### src/rtl/core_pkg.sv
// Shared types for the core memory cycle controller.
// Assumes one clock per phase; the encoding of the phases is internal only.
package core_pkg;

    typedef enum logic [2:0] {
        PH_IDLE   = 3'd0,
        PH_CLEAR  = 3'd1,
        PH_SENSE  = 3'd2,
        PH_STROBE = 3'd3,
        PH_STORE  = 3'd4,
        PH_DONE   = 3'd5,
        PH_HALT   = 3'd6
    } phase_t;

endpackage

### src/rtl/core_addr_latch.sv
// Captures the request address on acceptance and splits it into the X line,
// the Y line and a one-hot bank select. Assumes fields are packed X lowest,
// then Y, then bank. Bank select is gated off whenever no cycle runs.
module core_addr_latch #(
    parameter int X_W = 7,
    parameter int Y_W = 6,
    parameter int B_W = 3
) (
    input  logic                      clk,
    input  logic                      rst_n,
    input  logic                      load,
    input  logic                      active,
    input  logic [X_W+Y_W+B_W-1:0]    addr_in,
    output logic [X_W-1:0]            x_line,
    output logic [Y_W-1:0]            y_line,
    output logic [(1<<B_W)-1:0]       bank_sel
);

    localparam int NB = 1 << B_W;
    localparam int Y_LO = X_W;
    localparam int B_LO = X_W + Y_W;

    logic [X_W-1:0] x_q;
    logic [Y_W-1:0] y_q;
    logic [B_W-1:0] b_q;

    // Hold the address fields of the accepted request.
    always_ff @(posedge clk) begin
        if (!rst_n) begin
            x_q <= '0;
            y_q <= '0;
            b_q <= '0;
        end else if (load) begin
            x_q <= addr_in[X_W-1:0];
            y_q <= addr_in[Y_LO +: Y_W];
            b_q <= addr_in[B_LO +: B_W];
        end
    end

    assign x_line = x_q;
    assign y_line = y_q;

    // One decoder output per bank.
    for (genvar i = 0; i < NB; i++) begin : g_bank
        assign bank_sel[i] = active && (b_q == B_W'(i));
    end

endmodule

### src/rtl/core_phase_seq.sv
// Phase sequencer: steps IDLE -> CLEAR -> SENSE -> STROBE -> STORE -> DONE,
// one clock each, and parks in HALT after power fail. Assumes power fail
// never aborts a started cycle; it is remembered and acted on at DONE.
module core_phase_seq
    import core_pkg::*;
(
    input  logic   clk,
    input  logic   rst_n,
    input  logic   req_valid,
    input  logic   req_write,
    input  logic   pwr_fail,
    output phase_t phase,
    output logic   accept,
    output logic   cyc_write,
    output logic   busy,
    output logic   done,
    output logic   halted,
    output logic   stk_clr,
    output logic   stk_wr,
    output logic   zone_en
);

    phase_t phase_q, phase_d;
    logic   pf_pend_q;

    assign accept = (phase_q == PH_IDLE) && req_valid && !pwr_fail;

    // Next phase from the current one and the inputs.
    always_comb begin
        phase_d = phase_q;
        unique case (phase_q)
            PH_IDLE:   if (pwr_fail) phase_d = PH_HALT;
                       else if (req_valid) phase_d = PH_CLEAR;
            PH_CLEAR:  phase_d = PH_SENSE;
            PH_SENSE:  phase_d = PH_STROBE;
            PH_STROBE: phase_d = PH_STORE;
            PH_STORE:  phase_d = PH_DONE;
            PH_DONE:   phase_d = (pf_pend_q || pwr_fail) ? PH_HALT : PH_IDLE;
            PH_HALT:   phase_d = PH_HALT;
            default:   phase_d = PH_IDLE;
        endcase
    end

    // Phase register.
    always_ff @(posedge clk) begin
        if (!rst_n) phase_q <= PH_IDLE;
        else        phase_q <= phase_d;
    end

    // Direction of the running cycle, captured on acceptance.
    always_ff @(posedge clk) begin
        if (!rst_n)      cyc_write <= 1'b0;
        else if (accept) cyc_write <= req_write;
    end

    // Remember a power fail seen while a cycle runs.
    always_ff @(posedge clk) begin
        if (!rst_n)                                       pf_pend_q <= 1'b0;
        else if (accept)                                  pf_pend_q <= 1'b0;
        else if (phase_q != PH_IDLE && phase_q != PH_HALT) pf_pend_q <= pf_pend_q | pwr_fail;
    end

    assign phase   = phase_q;
    assign busy    = (phase_q != PH_IDLE) && (phase_q != PH_HALT);
    assign done    = (phase_q == PH_DONE);
    assign halted  = (phase_q == PH_HALT);
    assign stk_clr = (phase_q == PH_CLEAR);
    assign stk_wr  = (phase_q == PH_STORE);
    assign zone_en = (phase_q == PH_STORE) && cyc_write;

endmodule

### src/rtl/core_data_path.sv
// Data register and read-data output. Assumes the stack presents the sensed
// word during the SENSE phase. On reads the register is zeroed in CLEAR and
// loaded in SENSE; on writes it takes the request word at acceptance.
module core_data_path
    import core_pkg::*;
#(
    parameter int D_W = 18
) (
    input  logic           clk,
    input  logic           rst_n,
    input  logic           accept,
    input  logic           req_write,
    input  logic [D_W-1:0] req_wdata,
    input  phase_t         phase,
    input  logic           cyc_write,
    input  logic [D_W-1:0] stk_sense,
    output logic [D_W-1:0] data_q,
    output logic [D_W-1:0] rd_data
);

    // Data register: write word, clear pulse, then sense load.
    always_ff @(posedge clk) begin
        if (!rst_n) begin
            data_q <= '0;
        end else if (accept && req_write) begin
            data_q <= req_wdata;
        end else if (!cyc_write && phase == PH_CLEAR) begin
            data_q <= '0;
        end else if (!cyc_write && phase == PH_SENSE) begin
            data_q <= stk_sense;
        end
    end

    // Output register, strobed once per read cycle.
    always_ff @(posedge clk) begin
        if (!rst_n)                                   rd_data <= '0;
        else if (!cyc_write && phase == PH_STROBE)    rd_data <= data_q;
    end

endmodule

### src/rtl/core_cycle_ctrl.sv
// Top of the core memory cycle controller. Ties the address latch, the phase
// sequencer and the data path together. Assumes the stack clears a location
// on stk_clr and stores stk_wdata on stk_wr, each at the clock edge.
module core_cycle_ctrl
    import core_pkg::*;
#(
    parameter int X_W = 7,
    parameter int Y_W = 6,
    parameter int B_W = 3,
    parameter int D_W = 18
) (
    input  logic                    clk,
    input  logic                    rst_n,
    input  logic                    req_valid,
    input  logic                    req_write,
    input  logic [X_W+Y_W+B_W-1:0]  req_addr,
    input  logic [D_W-1:0]          req_wdata,
    input  logic                    pwr_fail,
    output logic                    busy,
    output logic                    done,
    output logic                    halted,
    output logic [D_W-1:0]          rd_data,
    output logic [X_W-1:0]          x_line,
    output logic [Y_W-1:0]          y_line,
    output logic [(1<<B_W)-1:0]     bank_sel,
    output logic                    stk_clr,
    input  logic [D_W-1:0]          stk_sense,
    output logic                    stk_wr,
    output logic [D_W-1:0]          stk_wdata,
    output logic                    zone_en
);

    phase_t phase;
    logic   accept;
    logic   cyc_write;

    core_phase_seq u_seq (
        .clk       (clk),
        .rst_n     (rst_n),
        .req_valid (req_valid),
        .req_write (req_write),
        .pwr_fail  (pwr_fail),
        .phase     (phase),
        .accept    (accept),
        .cyc_write (cyc_write),
        .busy      (busy),
        .done      (done),
        .halted    (halted),
        .stk_clr   (stk_clr),
        .stk_wr    (stk_wr),
        .zone_en   (zone_en)
    );

    core_addr_latch #(.X_W(X_W), .Y_W(Y_W), .B_W(B_W)) u_addr (
        .clk      (clk),
        .rst_n    (rst_n),
        .load     (accept),
        .active   (busy),
        .addr_in  (req_addr),
        .x_line   (x_line),
        .y_line   (y_line),
        .bank_sel (bank_sel)
    );

    core_data_path #(.D_W(D_W)) u_data (
        .clk       (clk),
        .rst_n     (rst_n),
        .accept    (accept),
        .req_write (req_write),
        .req_wdata (req_wdata),
        .phase     (phase),
        .cyc_write (cyc_write),
        .stk_sense (stk_sense),
        .data_q    (stk_wdata),
        .rd_data   (rd_data)
    );

endmodule

### config.mk
export PLATFORM = sky130hd
export DESIGN_NAME = core_cycle_ctrl
export DESIGN_NICKNAME = d
export VERILOG_FILES = /design/src/rtl/core_pkg.sv /design/src/rtl/core_addr_latch.sv /design/src/rtl/core_phase_seq.sv /design/src/rtl/core_data_path.sv /design/src/rtl/core_cycle_ctrl.sv
export SDC_FILE = /design/constraint.sdc
export NUM_CORES = 1
export LEC_CHECK = 0
export ABC_AREA = 1
export BUFFER_PORTS_ARGS = -buffer_cell sky130_fd_sc_hd__buf_2
export CORE_MARGIN = 8
export CORE_UTILIZATION = 50
export CTS_BUF_LIST = sky130_fd_sc_hd__clkbuf_16
export CTS_CLUSTER_SIZE = 16
export DETAILED_ROUTE_END_ITERATION = 7
export PLACE_DENSITY = 0.89
export SLEW_MARGIN = 20
export SYNTH_ARGS = -nofsm -noshare
export SYNTH_HDL_FRONTEND = slang
export SYNTH_SLANG_ARGS = --single-unit
### constraint.sdc
create_clock -name clk -period 2.7 [get_ports clk]
set_input_delay 0.27 -clock clk [delete_from_list [all_inputs] [get_ports clk]]
set_output_delay 0.27 -clock clk [all_outputs]
set_load 0.005 [all_outputs]
==> flow_summary.json <==
{
  "synth_enable_flop_cells": 0,
  "ys_async_sr_fraction": 0,
  "ir_worst_vdd_mv": 0.6584,
  "setup_viol": 0,
  "clk_latency_ns": 0.32,
  "synth_common_cells": "nand2_1, nor2_1, dfxtp_1, a21oi_1, inv_1",
  "syn_nets": 435,
  "fin_skew_ns": 0.007179,
  "crit_path_start_kind": "register",
  "postCtsSetupBuffers": 0,
  "slew_headroom": 0.4906,
  "drive_gt1_frac": 0.2926,
  "htreeDepth": 3,
  "grt.met3_usage": 0.08724,
  "first_iter_violations": 91,
  "path_common_cell": "nand2_1",
  "grt_max_degree": 33,
  "grt_pass1_vias": 2760,
  "cts_tree": "built",
  "crit_required_ns": 2.95,
  "post_dp_cell_area_mm2": 0.003203,
  "synth_top_area_cell": "dfxtp_1",
  "status": "finished clean",
  "routedWlPerCell_um": 13.07,
  "drt_first_pass_iters": 4,
  "vias": 2775,
  "rsz0062_at_grt": "no",
  "gr-total-overflow": 0,
  "die_y_um": 87.78,
  "powerDensity_mw_per_mm2": 1043,
  "p_leak_nw": 1.905,
  "clockBufferDepth": 2,
  "finalHoldViolations": 0,
  "drt-total-wl_mm": 7.434,
  "cts_buffers": 9,
  "critPathKind": "register to register",
  "die_x_um": 87.78,
  "fin_setup_tns_ns": 0,
  "syn-instance-count": 378,
  "drc": 0,
  "drtAntennaViolNets": 0,
  "grt_pass1_wl_mm": 11.96,
  "postCtsHoldBufs": 0,
  "met1_usage": 0.2031,
  "grtUsageTotal": 0.1965,
  "path_delay_family": "simple AND/OR/NAND/NOR gates",
  "busiest_layer": "met2",
  "dieArea_mm2": 0.007705,
  "ys_seq_elements": 57,
  "portBuffers": 119,
  "antenna_found_initial": 0,
  "drv_cap": 0,
  "synth_ff_type": "dfxtp_1",
  "fin_util": 0.6898,
  "synth_area_mm2": 0.002576,
  "crit_fanout": 21,
  "crit_path_cell_trace": "inv_2 > nand4_2 > nor2_4 > nor2_2 > nand2_1 > nand2_1 > nor2_1",
  "diodes": 0,
  "slew_viol_final": 0,
  "cts_root_buf": "clkbuf_16",
  "reg2reg_depth": 7,
  "hold_depth": 3,
  "num_rows": 26,
  "period_share": 0.7709,
  "worstSetupPathDepth": 7,
  "io_pins": 120,
  "synth.most_common_cell": "nand2_1",
  "nNetsFinal": 552,
  "slowest_stage": "nor2_4",
  "ys.warnings.count": 0,
  "post-dp-hpwl_mm": 5.514,
  "syn-mean-instance-area_um2": 6.815,
  "syn2layout_area_growth_pct": 35.02,
  "arrival_ns": 2.34,
  "yosysSeqAreaShare": 0.4429,
  "crit_path_end_kind": "register",
  "avgViaCountPerCell": 4.877,
  "worst_pin_slew_ns": 0.7632,
  "final_area_mm2": 0.003478,
  "grt_use_met2": 0.3352,
  "worstPathBufferInverterCount": 1,
  "cts_sinks": 57,
  "hold_class": "input pin to register",
  "ys_types": 24,
  "clk_pin_slew_ns": 0.05,
  "fmax_mhz": 480.4,
  "synth_top_area_share": 0.4429,
  "cp_slowest_stage_delay_ns": 0.55,
  "min_period_ns": 2.082,
  "gp_congestion": 0.9024,
  "synth_area_leaders": "dfxtp_1, nand2_1, a21oi_1",
  "start_util": 0.5109,
  "cts.repair.resized": 0,
  "core_mm2": 0.005042
}
-- path summary, 6_finish.rpt --
kind	startpoint	to	slack, ns
hold reg to reg	u_seq.pf_pend_q	u_seq.pf_pend_q	0.46
setup / recovery	u_seq.phase[2]	u_data.data_q[13]	0.62
hold / removal	req_addr[8]	u_addr.y_line[1]	0.20
setup reg to reg	u_seq.phase[2]	u_data.data_q[13]	0.62
-- sequential cells by signal (all words and copies together) (netlist names) --
signal	count
u_addr.b_q	3
u_addr.x_line	7
u_addr.y_line	6
u_data.data_q	18
u_data.rd_data	18
u_seq.cyc_write	1
u_seq.pf_pend_q	1
u_seq.phase	3
-- layout make-up --
class                           count  area (um2)
Tap cell                           70       87.58
Multi-Input combinational cell    261        1195
Inverter                           45       168.9
Clock buffer                        9       225.2
Clock inverter                      6       50.05
Sequential cell                    57        1141
Fill cell                         428        1564
Timing Repair Buffer              121       610.6
-- where the power goes --
group | internal, mW | leakage [nW] | switching (mW)
combinational | 0.508 | 1.30 | 0.873
clock | 0.690 | 0.135 | 0.344
sequential | 1.06 | 0.465 | 0.149
total | 2.26 | 1.91 | 1.37
-- cell usage in the layout (no fill, tap or decap), drive strengths merged --
master / count
a21oi: 44
a31oi: 1
buf: 121
bufinv: 1
clkbuf: 9
clkinv: 6
dfxtp: 57
inv: 44
nand2: 99
nand3: 15
nand4: 11
nor2: 66
nor3: 1
o21ai: 23
o22ai: 1
-- per-layer routing --
layer,share of wire,up-vias
met5,0,-
met4,0.012,0
met3,0.12,8
met2,0.48,113
met1,0.39,1225
li1,-,1429
-- kinds of logic after synthesis --
family,share of synthesized area
AND/OR/NAND/NOR,0.3288
AO/OA/AOI/OAI,0.1350
buffers and inverters,0.09324
flip-flops,0.4429
-- worst register-to-register path, delay by kind of cell, from the launching register on --
kind                   cells  cell delay (ns)
and+or+nand+nor            6             1.47
DFF                        1             0.36
buffers and inverters      1             0.19
-- through the flow --
| stage | std cells | worst slack (ns) | hold WS, ns | power (mW) |
|---|---|---|---|---|
| after floorplan | 378 | 1.381 | 0.4084 | 2.124 |
| after global placement | 554 | 0.7721 | 0.4345 | 2.538 |
| after detailed placement | 554 | 0.6695 | 0.4498 | 2.591 |
| after CTS | 569 | 0.6021 | 0.1889 | 3.648 |
| after global routing | 569 | 0.3967 | 0.1965 | 3.901 |
| final | 569 | 0.6185 | 0.2004 | 3.627 |
Power figures use the tool's default switching activity.
